==> src/rtl/hg_pkg.sv <==
package hg_pkg;
  typedef enum logic [1:0] {
    ACT_NOP      = 2'b00,
    ACT_RELOAD   = 2'b01,
    ACT_REDIRECT = 2'b10
  } hg_action_e;
endpackage

==> src/rtl/hg_match.sv <==
// Parallel compare of every entry against the store, allocate and check keys.
module hg_match #(
  parameter int ENTRIES = 16,
  parameter int REG_W   = 7,
  parameter int TAG_W   = 29
) (
  input  logic [ENTRIES-1:0]            vld,
  input  logic [ENTRIES-1:0][REG_W-1:0] ent_reg,
  input  logic [ENTRIES-1:0][TAG_W-1:0] ent_tag,
  input  logic [TAG_W-1:0]              store_tag,
  input  logic [REG_W-1:0]              alloc_reg,
  input  logic [REG_W-1:0]              chk_reg,
  output logic [ENTRIES-1:0]            store_hit,
  output logic [ENTRIES-1:0]            alloc_hit,
  output logic [ENTRIES-1:0]            chk_hit
);
  for (genvar i = 0; i < ENTRIES; i++) begin : g_ent
    assign store_hit[i] = vld[i] && (ent_tag[i] == store_tag);
    assign alloc_hit[i] = vld[i] && (ent_reg[i] == alloc_reg);
    assign chk_hit[i]   = vld[i] && (ent_reg[i] == chk_reg);
  end
endmodule

==> src/rtl/hg_victim.sv <==
// Chooses the entry an allocation writes: same register, else free, else round-robin.
module hg_victim #(
  parameter int ENTRIES = 16,
  localparam int IDX_W  = $clog2(ENTRIES)
) (
  input  logic [ENTRIES-1:0] vld,
  input  logic [ENTRIES-1:0] alloc_hit,
  input  logic [IDX_W-1:0]   rr_ptr,
  output logic [IDX_W-1:0]   idx,
  output logic               evict
);
  logic             hit_found, free_found;
  logic [IDX_W-1:0] hit_idx, free_idx;

  always_comb begin
    hit_found  = 1'b0;
    free_found = 1'b0;
    hit_idx    = '0;
    free_idx   = '0;
    for (int i = ENTRIES - 1; i >= 0; i--) begin
      if (alloc_hit[i]) begin
        hit_found = 1'b1;
        hit_idx   = IDX_W'(i);
      end
      if (!vld[i]) begin
        free_found = 1'b1;
        free_idx   = IDX_W'(i);
      end
    end
    if (hit_found) begin
      idx   = hit_idx;
      evict = 1'b0;
    end else if (free_found) begin
      idx   = free_idx;
      evict = 1'b0;
    end else begin
      idx   = rr_ptr;
      evict = 1'b1;
    end
  end
endmodule

==> src/rtl/hoist_guard.sv <==
module hoist_guard
  import hg_pkg::*;
#(
  parameter int ENTRIES = 16,
  parameter int REG_W   = 7,
  parameter int TAG_W   = 29,
  localparam int IDX_W  = $clog2(ENTRIES)
) (
  input  logic             clk,
  input  logic             rst,
  input  logic             flush,
  input  logic             alloc_valid,
  input  logic [REG_W-1:0] alloc_reg,
  input  logic [TAG_W-1:0] alloc_gran,
  input  logic             store_valid,
  input  logic [TAG_W-1:0] store_gran,
  input  logic             chk_valid,
  input  logic [REG_W-1:0] chk_reg,
  input  logic             chk_branch,
  output logic             res_valid,
  output logic [1:0]       res_action
);
  logic [ENTRIES-1:0]            vld;
  logic [ENTRIES-1:0][REG_W-1:0] ent_reg;
  logic [ENTRIES-1:0][TAG_W-1:0] ent_tag;
  logic [IDX_W-1:0]              rr_ptr;
  logic [ENTRIES-1:0]            store_hit, alloc_hit, chk_hit;
  logic [IDX_W-1:0]              victim_idx;
  logic                          victim_evict;
  logic [ENTRIES-1:0]            kill_mask;
  hg_action_e                    act_q;

  hg_match #(.ENTRIES(ENTRIES), .REG_W(REG_W), .TAG_W(TAG_W)) u_match (
    .vld(vld), .ent_reg(ent_reg), .ent_tag(ent_tag),
    .store_tag(store_gran), .alloc_reg(alloc_reg), .chk_reg(chk_reg),
    .store_hit(store_hit), .alloc_hit(alloc_hit), .chk_hit(chk_hit)
  );

  hg_victim #(.ENTRIES(ENTRIES)) u_victim (
    .vld(vld), .alloc_hit(alloc_hit), .rr_ptr(rr_ptr),
    .idx(victim_idx), .evict(victim_evict)
  );

  assign kill_mask = store_valid ? store_hit : '0;

  // Valid bits, pointer and registered result.
  always_ff @(posedge clk) begin
    if (rst) begin
      vld       <= '0;
      rr_ptr    <= '0;
      res_valid <= 1'b0;
      act_q     <= ACT_NOP;
    end else begin
      res_valid <= chk_valid;
      if (chk_valid)
        act_q <= (|chk_hit) ? ACT_NOP : (chk_branch ? ACT_REDIRECT : ACT_RELOAD);
      if (flush) begin
        vld    <= '0;
        rr_ptr <= '0;
      end else begin
        vld <= vld & ~kill_mask;
        if (alloc_valid) begin
          vld[victim_idx] <= 1'b1;  // after the store kill: allocation wins
          if (victim_evict)
            rr_ptr <= (rr_ptr == IDX_W'(ENTRIES - 1)) ? '0 : rr_ptr + 1'b1;
        end
      end
    end
  end

  // Entry payload: no reset, single write port.
  always_ff @(posedge clk) begin
    if (alloc_valid && !flush && !rst) begin
      ent_reg[victim_idx] <= alloc_reg;
      ent_tag[victim_idx] <= alloc_gran;
    end
  end

  assign res_action = act_q;

  AST_RES_FOLLOWS_CHK: assert property (@(posedge clk) disable iff (rst)
    chk_valid |=> res_valid);
  AST_NO_SPURIOUS_RES: assert property (@(posedge clk) disable iff (rst)
    !chk_valid |=> !res_valid);
  AST_HIT_IS_NOP: assert property (@(posedge clk) disable iff (rst)
    (chk_valid && (chk_hit != '0)) |=> (res_action == ACT_NOP));
  AST_BRANCH_NO_RELOAD: assert property (@(posedge clk) disable iff (rst)
    (chk_valid && chk_branch) |=> (res_action != ACT_RELOAD));
  AST_STORE_KILLS: assert property (@(posedge clk) disable iff (rst)
    (store_valid && !alloc_valid && !flush) |=> ((vld & $past(store_hit)) == '0));
  AST_ALLOC_LANDS: assert property (@(posedge clk) disable iff (rst)
    (alloc_valid && !flush) |=> (vld[$past(victim_idx)] && ent_reg[$past(victim_idx)] == $past(alloc_reg)));
  AST_REG_UNIQUE: assert property (@(posedge clk) disable iff (rst)
    alloc_valid |-> $onehot0(alloc_hit));
  AST_FLUSH_EMPTY: assert property (@(posedge clk) disable iff (rst)
    flush |=> (vld == '0));
endmodule

==> config.mk <==
export PLATFORM = sky130hd
export DESIGN_NAME = hoist_guard
export DESIGN_NICKNAME = d
export VERILOG_FILES = /design/src/rtl/hg_pkg.sv /design/src/rtl/hg_match.sv /design/src/rtl/hg_victim.sv /design/src/rtl/hoist_guard.sv
export SDC_FILE = /design/constraint.sdc
export NUM_CORES = 1
export LEC_CHECK = 0
export BUFFER_PORTS_ARGS = -buffer_cell sky130_fd_sc_hd__buf_4
export CORE_AREA = 2 2 215 217
export DETAILED_ROUTE_END_ITERATION = 12
export DIE_AREA = 0 0 217 219
export MAX_ROUTING_LAYER = met4
export PLACE_DENSITY = 0.77
export SYNTH_ARGS = -nofsm -noshare
export SYNTH_HDL_FRONTEND = slang
export SYNTH_SLANG_ARGS = --single-unit
==> constraint.sdc <==
create_clock -name clk -period 14.4 [get_ports clk]
set_input_delay 1.44 -clock clk [delete_from_list [all_inputs] [get_ports clk]]
set_output_delay 1.44 -clock clk [all_outputs]
set_load 0.1 [all_outputs]
---- Yosys cells after proc, flatten, opt, wreduce, memory -nomap -nowiden ----
Cells that the tools add are included.
Widths: inputs -> output; s select.
word-level totals
  register bits after elaboration ......... 599
  bits of input ports ..................... 79
  output and inout bits ................... 3
  word-level logic and storage cells ...... 228
operators by class
  add/sub/neg operators ................... 1
  order comparisons ....................... 2
  eq/ne operators ......................... 49
  mux-type cells .......................... 81
  bitwise gates (word level) .............. 3
  reduce and logical (&&, ||, !) cells .... 56
operators with widths
  kind                 count
  $bwmux 464           1
  $eq 29x29->1         16
  $eq 7x7->1           32
  $mux 4               35
  $demux 29 s4         1
  $bwmux 112           1
  $logic_and 1x1->1    51
  $mux 1               35
  $mux 16              2
  $mux 29              1
  $demux 7 s4          1
  $and 16x16->16       1
  $not 16->16          1
  $or 16x16->16        1
  $reduce_or 16->1     1
  $mux 7               1
  $lt 4x5->1 const B   1
  $add 4x1->4 const B  1
  $demux 1 s4          1
  $eq 4x4->1 const B   1
  $ge 4x1->1 const B   1
  $mux 2               2
  $logic_not 1->1      2
  $reduce_and 2->1     1
  $reduce_or 2->1      1

---- Longest topological paths before layout ----
  depth in word-level cells ............... 25
  mapped depth ............................ 11
  depth with buffers taken out ............ 8

---- Cells and area by module ----
A second synthesis with hierarchy kept.
unflattened totals
  cell total of the unflattened synthesis .. 1802
  area total of the unflattened synthesis .. 26990.9 um^2
modules (own cells, without submodules)
  module       instances  cells each  area each (um^2)  sequential area each (um^2)
  hoist_guard  1          708         18328.8           17757.0
  hg_match     1          1030        8250.4            0.0
  hg_victim    1          64          411.6             0.0

---- Worst setup path after synthesis ----
No wires, ideal clock.
  path type ............................... input-to-reg
  start point ............................. input port alloc_reg[2]
  end point ............................... register ent_reg[70] (netlist name) (enable)
  setup time .............................. 519 ps
  arrival ................................. 6707 ps
  required time ........................... 13881 ps
  slack ................................... 7173 ps
  stages .................................. 9
  path buffers ............................ 2
  path through ............................ buf_6 buf_12 xnor2_1 and4_1 nor4_4 nand4_2 a211oi_1 nor2_1 nor4_1
RTL lines
  what                            RTL line           RTL
  start: declaration              hoist_guard.sv:13  input logic [REG_W-1:0] alloc_reg,
  end signal: indexed assignment  hoist_guard.sv:74  ent_reg[victim_idx] <= alloc_reg;
  end: declaration                hoist_guard.sv:24  logic [ENTRIES-1:0][REG_W-1:0] ent_reg;

==> results.toml <==
[status]
outcome = "completed"

[clock_network]
cts_tree = "done"
cts_setup_buffers = 0
ctsResizeCount = 0
cts_buffer_depth = 3
cts_root_buffer = "clkbuf_16"
worstSkewPairLatency_ns = 0.62
clk_pin_slew_ns = 0.06
numCtsBuffers = 58
htreeDepth = 2
cts_hold_buf = 0
clock-sinks = 599

[layout]
fin_util_pct = 65.8
mostFrequentLayoutCell = "edfxtp_1"
drive_gt1_share_pct = 10.5
n_antenna_cell = 0
num-nets-final = 1936
area_growth_pct = 10.7
final_cell_mix = "edfxtp_1 (576), xor2_1 (407), xnor2_1 (282)"
largest_register_ffs = 464

[die]
pin_count = 82
die-area_mm2 = 0.0475
start_util_pct = 59.4
die_x_um = 217
core_area_mm2 = 0.0451
row_count = 78
die_h_um = 219

[run]
max_cap_viol_count = 0

[synthesis]
netlist_area_mm2 = 0.0268
synth_cell_types = 56
ys_warn_count = 0
synth_top_flop_cell = "edfxtp_1"
synth_cells = 1796
syn_avg_cell_area_um2 = 14.9
synth-seq-area-share_pct = 66.3
syn_nets = 1876
synth-async-reset-ratio_pct = 0
ys_ff_latch = 599
synth_edf_count = 576

[sta]
relSlewSlack_pct = 18.8
worst_slew_pin_slew_ns = 1.22
finClkSkew_ns = 0.0230
finalHoldViolCount = 0
period_share_pct = 35.0
setup_viol = 0
finalSetupTns_ns = 0
drv_slew = 0
fmax_mhz = 198
min_period_ns = 5.04
rsz0062_at_grt = "false"

[place]
hpwl_um = 41900
io_buffers = 81
gp_congestion = 0.875

[grt]
antenna_found_initial = 2
gr-total-overflow = 0
grt_pass1_wl_um = 107000
grt_pass1_vias = 15400
grt_use_total_pct = 33.0
grt_max_degree = 37

[route]
drtPass1Iterations = 5
remaining_drc_errors = 0
ant_nets = 0
wl_per_cell_um = 29.8
vias = 15800
drt-initial-drc-count = 1993
vias_per_cell = 6.31
drt_wl_total_um = 74600

[setup_path]
cp.required_ns = 14.67
critPathBufInv = 2
path_cells = "buf_4, xor2_1, nor4_1, and4_1, nor4_1, nand4_2, a211oi_1, nor2_1, nor4_2, buf_4"
critPathMaxStageDelay_ns = 0.97
worstSetupStartpointType = "primary input"
path_delay_family = "simple AND/OR/NAND/NOR gates"
critical_path_arrival_ns = 5.31
critical_path.max_fanout = 32
critPathCaptureType = "flop"
crit_slowest_cell = "nor4_2"
crit_type = "in2reg"

[pwr]
total_power_mw = 3.60
ir_worst_vdd_mv = 0.123
p_leak_nw = 9.45
power_density_mw_per_mm2 = 121

[min_path]
holdCritPathClass = "reg2reg"
path summary, 6_finish.rpt:
check,slack [ns],cells after the start,endpoint,from
max reg2reg,10.17,9,ent_tag[429],vld[13]
min,0.48,2,res_action[0],res_action[0]
min reg2reg,0.48,2,res_action[0],res_action[0]
max,9.36,10,ent_tag[298],alloc_reg[1]
power by group:
part / switching, mW / total, mW / internal [mW] / leakage (nW)
sequential: 0.00267 / 1.92 / 1.91 / 5.37
clock: 0.630 / 1.44 / 0.813 / 0.869
combinational: 0.171 / 0.241 / 0.0701 / 3.21
total: 0.804 / 3.60 / 2.80 / 9.45
metal layers:
layer	global-route usage (%)	vias to the layer above	share of wire [%]
met4	14.1	0	4.8
met2	51.8	979	47
met5	-	-	0
met1	42.7	7902	37
met3	5.92	240	11
li1	-	6677	-
cells in the mapped netlist (all sizes together), types with 2 or more instances:
master,count,share of area [%]
xor2,407,13
a311oi,3,0.16
nor2,39,0.55
or4,13,0.39
clkbuf,59,0.83
and4,5,0.17
nor2b,4,0.093
o31ai,6,0.21
nand3,29,0.59
or3,3,0.070
a21boi,2,0.056
a21oi,10,0.20
buf,34,0.93
nand2,20,0.28
a211oi,2,0.056
mux2i,2,0.075
nand2b,3,0.070
dfxtp,23,1.7
o21ai,20,0.37
nor3,13,0.24
nand4,101,2.4
a31oi,3,0.070
nor4,109,2.7
edfxtp,576,65
inv,5,0.070
or2,2,0.047
xnor2,282,9.2
o211ai,2,0.056
o22ai,6,0.14
per-stage QoR:
step,worst slack (ns),cells,hold slack [ns],cell area [um^2]
3_3_place_gp,9.00,2396,0.460,27900
6_report,9.36,2503,0.479,29600
4_1_cts,9.48,2503,0.479,29600
5_1_grt,9.19,2503,0.511,29600
2_1_floorplan,7.17,1796,0.479,26800
3_5_place_dp,8.87,2396,0.467,27900
cells by family after synthesis:
group / Yosys count / share of synthesized area (%)
xor+xnor: 689 / 22.5
flops: 599 / 66.3
simple gates: 345 / 7.67
buf+inv: 98 / 1.83
compound gates: 62 / 1.58
mux: 2 / 0.0747
fa+ha+maj: 1 / 0.0467
worst min-delay path, stage by stage (launching register included):
cell and delay [ns]:
dfxtp_1 0.31, nand2b_1 0.06, a21oi_1 0.06
layout make-up:
| type | count | area [um^2] |
|---|---|---|
| flip-flops and latches | 599 | 17800 |
| fillers | 3155 | 15400 |
| multi-input cells | 1099 | 8650 |
| clock buffers | 80 | 1580 |
| well taps | 600 | 751 |
| repair buffers | 93 | 698 |
| clock inverters | 27 | 201 |
| inverters | 5 | 18.8 |
Power figures use the tool's default switching activity.
